**src/rtl/smart_gate_pkg.sv**
```systemverilog
// Package: subcommand byte values and the decoded action bundle shared
// by the decoder, the state registers and the response stage.
package smart_gate_pkg;

    localparam int CODE_W = 8;

    localparam logic [CODE_W-1:0] SUB_RD_DATA  = 8'hD0;
    localparam logic [CODE_W-1:0] SUB_SAVE     = 8'hD3;
    localparam logic [CODE_W-1:0] SUB_OFFLINE  = 8'hD4;
    localparam logic [CODE_W-1:0] SUB_RD_LOG   = 8'hD5;
    localparam logic [CODE_W-1:0] SUB_WR_LOG   = 8'hD6;
    localparam logic [CODE_W-1:0] SUB_ENABLE   = 8'hD8;
    localparam logic [CODE_W-1:0] SUB_DISABLE  = 8'hD9;
    localparam logic [CODE_W-1:0] SUB_STATUS   = 8'hDA;
    localparam logic [CODE_W-1:0] SUB_AUTO_OFF = 8'hDB;

    localparam logic [CODE_W-1:0] CNT_AUTO_CLR = 8'h00;
    localparam logic [CODE_W-1:0] CNT_AUTO_SET = 8'hF8;

    typedef struct packed {
        logic ok;
        logic err;
        logic set_en;
        logic clr_en;
        logic set_ao;
        logic clr_ao;
        logic save;
        logic cmp;
        logic offl;
    } act_t;

endpackage

```
**src/rtl/smart_gate_decode.sv**
```systemverilog
// Module: smart_gate_decode
// Purely combinational classification of one request into an action bundle.
// Assumes the caller qualifies the bundle with the strobe; the outputs are
// meaningless when no request is present.
module smart_gate_decode
    import smart_gate_pkg::*;
(
    input  logic [CODE_W-1:0] sub_i,
    input  logic [CODE_W-1:0] cnt_i,
    input  logic              en_i,
    output act_t              act_o
);

    // Map subcommand, count and current enable state to an action bundle.
    always_comb begin
        act_o = '0;
        if (!en_i) begin
            if (sub_i == SUB_ENABLE) begin
                act_o.ok     = 1'b1;
                act_o.set_en = 1'b1;
            end else begin
                act_o.err = 1'b1;
            end
        end else begin
            unique case (sub_i)
                SUB_RD_DATA, SUB_RD_LOG, SUB_WR_LOG, SUB_ENABLE: act_o.ok = 1'b1;
                SUB_SAVE: begin
                    act_o.ok   = 1'b1;
                    act_o.save = 1'b1;
                end
                SUB_OFFLINE: begin
                    act_o.ok   = 1'b1;
                    act_o.offl = 1'b1;
                end
                SUB_DISABLE: begin
                    act_o.ok     = 1'b1;
                    act_o.clr_en = 1'b1;
                end
                SUB_STATUS: begin
                    act_o.ok   = 1'b1;
                    act_o.save = 1'b1;
                    act_o.cmp  = 1'b1;
                end
                SUB_AUTO_OFF: begin
                    if (cnt_i == CNT_AUTO_CLR) begin
                        act_o.ok     = 1'b1;
                        act_o.clr_ao = 1'b1;
                    end else if (cnt_i == CNT_AUTO_SET) begin
                        act_o.ok     = 1'b1;
                        act_o.set_ao = 1'b1;
                    end else begin
                        act_o.err = 1'b1;
                    end
                end
                default: act_o.err = 1'b1;
            endcase
        end
    end

endmodule

```
**src/rtl/smart_gate_state.sv**
```systemverilog
// Module: smart_gate_state
// Holds the SMART-enabled and automatic off-line flags. Both load from the
// persistent inputs while reset is low (synchronous, active low) and change
// only on a strobed request whose action bundle asks for it.
module smart_gate_state
    import smart_gate_pkg::*;
(
    input  logic              clk,
    input  logic              rst_n,
    input  logic              nv_en_i,
    input  logic              nv_auto_i,
    input  logic              stb_i,
    input  logic [CODE_W-1:0] sub_i,
    input  act_t              act_i,
    output logic              en_o,
    output logic              ao_o
);

    // Enabled flag: persistent load at reset, set/clear on request.
    always_ff @(posedge clk) begin
        if (!rst_n)                    en_o <= nv_en_i;
        else if (stb_i && act_i.set_en) en_o <= 1'b1;
        else if (stb_i && act_i.clr_en) en_o <= 1'b0;
    end

    // Automatic off-line flag: persistent load at reset, set/clear on request.
    always_ff @(posedge clk) begin
        if (!rst_n)                    ao_o <= nv_auto_i;
        else if (stb_i && act_i.set_ao) ao_o <= 1'b1;
        else if (stb_i && act_i.clr_ao) ao_o <= 1'b0;
    end

    AST_DISABLED_FROZEN: assert property (@(posedge clk) disable iff (!rst_n)
        (stb_i && !en_o && sub_i != SUB_ENABLE) |=> ($stable(en_o) && $stable(ao_o)));
    AST_ENABLE_IDEMPOTENT: assert property (@(posedge clk) disable iff (!rst_n)
        (stb_i && en_o && sub_i == SUB_ENABLE) |=> (en_o && $stable(ao_o)));
    AST_DISABLE_CLEARS: assert property (@(posedge clk) disable iff (!rst_n)
        (stb_i && en_o && sub_i == SUB_DISABLE) |=> (!en_o && $stable(ao_o)));

endmodule

```
**src/rtl/smart_gate_resp.sv**
```systemverilog
// Module: smart_gate_resp
// Registers the response for one strobed request: done, ok/err and the action
// pulses, each lasting one cycle. A status query also leaves a pending bit
// that fires the threshold-compare pulse one cycle after the save pulse.
// Assumes one request per strobe; back-to-back strobes are each answered.
module smart_gate_resp
    import smart_gate_pkg::*;
#(
    parameter int OP_W = 8
)(
    input  logic            clk,
    input  logic            rst_n,
    input  logic            stb_i,
    input  act_t            act_i,
    input  logic [OP_W-1:0] op_i,
    output logic            done_o,
    output logic            ok_o,
    output logic            err_o,
    output logic            save_o,
    output logic            cmp_o,
    output logic            offl_o,
    output logic [OP_W-1:0] op_o
);

    logic cmp_pend_q;

    // Completion, status and single-cycle action pulses.
    always_ff @(posedge clk) begin
        if (!rst_n) begin
            done_o <= 1'b0;
            ok_o   <= 1'b0;
            err_o  <= 1'b0;
            save_o <= 1'b0;
            offl_o <= 1'b0;
            op_o   <= '0;
        end else begin
            done_o <= stb_i;
            ok_o   <= stb_i && act_i.ok;
            err_o  <= stb_i && act_i.err;
            save_o <= stb_i && act_i.save;
            offl_o <= stb_i && act_i.offl;
            op_o   <= (stb_i && act_i.offl) ? op_i : '0;
        end
    end

    // Compare sequencing: pending with the save pulse, fired on the next cycle.
    always_ff @(posedge clk) begin
        if (!rst_n) begin
            cmp_pend_q <= 1'b0;
            cmp_o      <= 1'b0;
        end else begin
            cmp_pend_q <= stb_i && act_i.cmp;
            cmp_o      <= cmp_pend_q;
        end
    end

    AST_DONE_FOLLOWS_STB: assert property (@(posedge clk) disable iff (!rst_n)
        stb_i |=> done_o);
    AST_NO_SPURIOUS_DONE: assert property (@(posedge clk) disable iff (!rst_n)
        done_o |-> $past(stb_i));
    AST_ONE_STATUS: assert property (@(posedge clk) disable iff (!rst_n)
        done_o |-> (ok_o != err_o));
    AST_ACTIONS_NEED_OK: assert property (@(posedge clk) disable iff (!rst_n)
        (save_o || offl_o) |-> (done_o && ok_o));
    AST_CMP_AFTER_SAVE: assert property (@(posedge clk) disable iff (!rst_n)
        cmp_o |-> $past(save_o));

endmodule

```
**src/rtl/smart_gate.sv**
```systemverilog
// Module: smart_gate (top)
// SMART subcommand gating controller: decodes a strobed request against the
// current enable state, updates the persistent flags and answers one cycle
// later with a status and action pulses. Reset is synchronous, active low.
module smart_gate
    import smart_gate_pkg::*;
#(
    parameter int OP_W = 8
)(
    input  logic              clk,
    input  logic              rst_n,
    input  logic              nv_en_i,
    input  logic              nv_auto_i,
    input  logic              cmd_stb_i,
    input  logic [CODE_W-1:0] cmd_sub_i,
    input  logic [CODE_W-1:0] cmd_cnt_i,
    input  logic [OP_W-1:0]   cmd_lba_i,
    output logic              rsp_done_o,
    output logic              rsp_ok_o,
    output logic              rsp_err_o,
    output logic              smart_en_o,
    output logic              auto_off_o,
    output logic              save_o,
    output logic              cmp_o,
    output logic              offl_start_o,
    output logic [OP_W-1:0]   offl_op_o
);

    act_t act;

    smart_gate_decode u_decode (
        .sub_i (cmd_sub_i),
        .cnt_i (cmd_cnt_i),
        .en_i  (smart_en_o),
        .act_o (act)
    );

    smart_gate_state u_state (
        .clk       (clk),
        .rst_n     (rst_n),
        .nv_en_i   (nv_en_i),
        .nv_auto_i (nv_auto_i),
        .stb_i     (cmd_stb_i),
        .sub_i     (cmd_sub_i),
        .act_i     (act),
        .en_o      (smart_en_o),
        .ao_o      (auto_off_o)
    );

    smart_gate_resp #(.OP_W(OP_W)) u_resp (
        .clk    (clk),
        .rst_n  (rst_n),
        .stb_i  (cmd_stb_i),
        .act_i  (act),
        .op_i   (cmd_lba_i),
        .done_o (rsp_done_o),
        .ok_o   (rsp_ok_o),
        .err_o  (rsp_err_o),
        .save_o (save_o),
        .cmp_o  (cmp_o),
        .offl_o (offl_start_o),
        .op_o   (offl_op_o)
    );

    AST_AUTO_SET_F8: assert property (@(posedge clk) disable iff (!rst_n)
        (cmd_stb_i && smart_en_o && cmd_sub_i == SUB_AUTO_OFF && cmd_cnt_i == CNT_AUTO_SET)
        |=> auto_off_o);
    AST_OFFL_OP: assert property (@(posedge clk) disable iff (!rst_n)
        (cmd_stb_i && smart_en_o && cmd_sub_i == SUB_OFFLINE)
        |=> (offl_start_o && offl_op_o == $past(cmd_lba_i)));

endmodule

```
**config.mk**
```make
export PLATFORM = sky130hd
export DESIGN_NAME = smart_gate
export DESIGN_NICKNAME = d
export VERILOG_FILES = /design/src/rtl/smart_gate_pkg.sv /design/src/rtl/smart_gate_decode.sv /design/src/rtl/smart_gate_state.sv /design/src/rtl/smart_gate_resp.sv /design/src/rtl/smart_gate.sv
export SDC_FILE = /design/constraint.sdc
export NUM_CORES = 1
export LEC_CHECK = 0
export BUFFER_PORTS_ARGS = -buffer_cell sky130_fd_sc_hd__buf_2
export CORE_MARGIN = 5
export CORE_UTILIZATION = 43
export DETAILED_ROUTE_END_ITERATION = 10
export PLACE_DENSITY = 0.81
export SYNTH_ARGS = -nofsm -noshare
export SYNTH_HDL_FRONTEND = slang
export SYNTH_SLANG_ARGS = --single-unit
```
**constraint.sdc**
```tcl
create_clock -name clk -period 3.1 [get_ports clk]
set_input_delay 0.62 -clock clk [delete_from_list [all_inputs] [get_ports clk]]
set_output_delay 0.62 -clock clk [all_outputs]
set_load 0.03 [all_outputs]
```
==> impl_metrics.json <==
{
  "synth_seq_area_share_pct": 51.2,
  "synthMuxAreaShare_pct": 1.42,
  "syn_inst": 69,
  "start_util_pct": 46.1,
  "yosysTopAreaCell": "dfxtp_1",
  "cp-end-kind": "register",
  "clock-sinks": 17,
  "grt_usage_pct": 11.5,
  "cp_data_arrival_time_ps": 1660,
  "synth_adder_area_share_pct": 0,
  "max_cap_viol_count": 0,
  "chipHeight_um": 50.4,
  "final_nets": 146,
  "synth-simple-area-share_pct": 31.3,
  "period_share_pct": 53.7,
  "hp-class": "reg -> reg",
  "hold_violations": 0,
  "ys_types": 28,
  "synth_top_family_by_area": "simple AND/OR/NAND/NOR gates",
  "cts.reportedPaths.clkPinSlew_ps": 90,
  "netlist_top_cells_area": "dfxtp_1, edfxtp_1, and2_1, nor4_4, nand2_1",
  "synth_ff_type": "dfxtp_1",
  "cts_made_buffers": 3,
  "worst_slew_pin_slew_ps": 418,
  "yosys-top-cells-count": "dfxtp_1, and2_1, nand2_1",
  "finalSetupViolations": 0,
  "drt_wl_total_mm": 1.51,
  "crit_start": "cmd_cnt_i[4]",
  "avgRoutedWirePerCell_um": 11.5,
  "critical_path_class": "in -> reg",
  "routed_via_density": 5.04,
  "antenna_found_initial": 0,
  "postCtsSetupBuffers": 0,
  "fin_skew_ps": 3.72,
  "area_delta_synth_final_pct": 37.2,
  "drc_errors": 0,
  "p_int_uw": 301,
  "power_frac_seq_pct": 58.0,
  "path_buf_inv": 1,
  "worstPathCellList": "buf_2 > or4_1 > mux2i_1 > nand2_1 > o21ai_1",
  "ys_warn_count": 0,
  "antennaDiodeCount": 0,
  "post-place-cells": 128,
  "p_per_area_mw_per_mm2": 408,
  "synth_seq_cells": 17,
  "status": "finished clean",
  "synth-async-reset-ratio_pct": 0,
  "clock-root-buffer": "clkbuf_4",
  "whs_ps": 441,
  "htree_levels": 1,
  "io_pins": 45,
  "die_w_um": 50.4,
  "drive_gt1_share_pct": 42.2,
  "clock_path_buffers": 2,
  "startpoint_type": "input pin",
  "ir_worst_vdd_uv": 203,
  "row_count": 14,
  "power_frac_comb_pct": 14.1,
  "hp-start": "u_resp.cmp_pend_q",
  "multiInputGateArea_um2": 323,
  "p_clk_share_pct": 27.9,
  "synthXorXnorAreaFrac_pct": 3.74,
  "critPathMaxStageDelay_ps": 500,
  "synth_most_common_cell": "dfxtp_1",
  "synth_edf_count": 2,
  "grt_pass1_vias": 519,
  "final_cells": 132,
  "finalPower_uw": 394,
  "hpwl_mm": 1.29,
  "rr_startpoint": "u_state.en_o",
  "antenna_left": 0,
  "coreArea_mm2": 0.00152,
  "vias": 665,
  "power.leakage_nw": 0.475,
  "final_util_pct": 63.3,
  "firstDrtPassIters": 4,
  "crit_family": "simple AND/OR/NAND/NOR gates",
  "cpMaxStageDelayCell": "or4_1",
  "grt_pass1_wl_mm": 2.28,
  "cp.required_ps": 3090,
  "rsz0062_at_grt": "no",
  "fillers": 130,
  "first_iter_violations": 13,
  "io_buffers": 44,
  "gp_congestion": 0.796,
  "fmax_mhz": 601,
  "slew_viol_final": 0,
  "swShare_pct": 23.7,
  "crit_fanout": 2,
  "syn-num-nets": 98,
  "synth_compound_area_share_pct": 9.43,
  "register_area_um2": 360,
  "insertion_delay_ps": 280,
  "syn_area_per_cell_um2": 10.2,
  "holdBufCountCts": 0,
  "dieArea_mm2": 0.00254,
  "min_period_ps": 1660,
  "tns_ps": 0,
  "cts_tree": "done",
  "overflow": 0,
  "max_slew_margin_pct": 72.0,
  "ctsResizeCount": 0,
  "synth_top_area_share_pct": 42.7,
  "power.switching_uw": 93.3,
  "grt_max_degree": 10,
  "netlist_area_um2": 703
}
==> metal layers <==
metal | up-vias | track usage [%] | routed length, um
met2 | 32 | 17.4 | 683
met3 | 4 | 2.96 | 163
li1 | 340 | - | -
met5 | - | 0 | 0
met4 | 0 | 6.38 | 29
met1 | 289 | 14.9 | 637
==> area by class of cell <==
class / instances / area share (%)
Sequential cell: 17 / 37.4
Timing Repair Buffer: 44 / 22.8
Tap cell: 16 / 2.08
Multi-Input combinational cell: 47 / 33.5
Clock buffer: 4 / 2.72
Inverter: 4 / 1.56
==> placed cells by master (no fill, tap or decap), types with 2 or more instances in the layout <==
| master | instances |
|---|---|
| edfxtp_1 | 2 |
| o31ai_1 | 2 |
| nor4_4 | 2 |
| nand2_1 | 9 |
| nor4_1 | 2 |
| nand3_1 | 3 |
| dfxtp_1 | 15 |
| xor2_1 | 2 |
| nor2_1 | 2 |
| inv_1 | 4 |
| buf_2 | 44 |
| and2_1 | 9 |
| clkbuf_4 | 3 |
==> worst reg2reg max path, cell delays in order, from the launching register on <==
cell and delay [ps]:
edfxtp_1 480, nand2_1 180, nor4_4 200, nand2_1 120, o21ai_1 140
==> state kept, by name, summed over array words and instances (netlist names) <==
register	flops
u_resp.offl_o	1
u_resp.err_o	1
u_resp.cmp_o	1
u_resp.done_o	1
u_resp.op_o	8
u_state.ao_o	1
u_resp.save_o	1
u_resp.cmp_pend_q	1
u_resp.ok_o	1
u_state.en_o	1
==> metrics by stage <==
stage          setup WS (ps)  instance area, um2
2_1_floorplan           1310                 703
3_3_place_gp            1160                 938
3_5_place_dp            1140                 938
4_1_cts                 1440                 965
5_1_grt                 1380                 965
6_report                1440                 965
==> power groups by stage <==
stage | Combinational, mW | Clock [mW] | Sequential [mW]
finish | 0.0554 | 0.110 | 0.229
global route | 0.0610 | 0.125 | 0.229
CTS | 0.0557 | 0.113 | 0.229
detailed placement | 0.0554 | 0 | 0.234
global placement | 0.0539 | 0 | 0.234
floorplan | 0.0203 | 0 | 0.241
==> logic make-up after synthesis <==
logic type	count (synthesis)
and+or+nand+nor	34
AOI/OAI and AO/OA	9
buffers and inverters	5
DFF	17
xor gates and xnor gates	3
muxes	1
==> worst paths after layout <==
check / to / cells after the start / slack [ps]
worst max register to register: u_state.ao_o / 4 / 1700
worst min register to register: u_resp.cmp_o / 1 / 440
worst max-delay path: u_state.ao_o / 5 / 1440
worst min-delay path: u_resp.cmp_o / 1 / 440
Note: power is estimated with default switching activity, not from simulation.
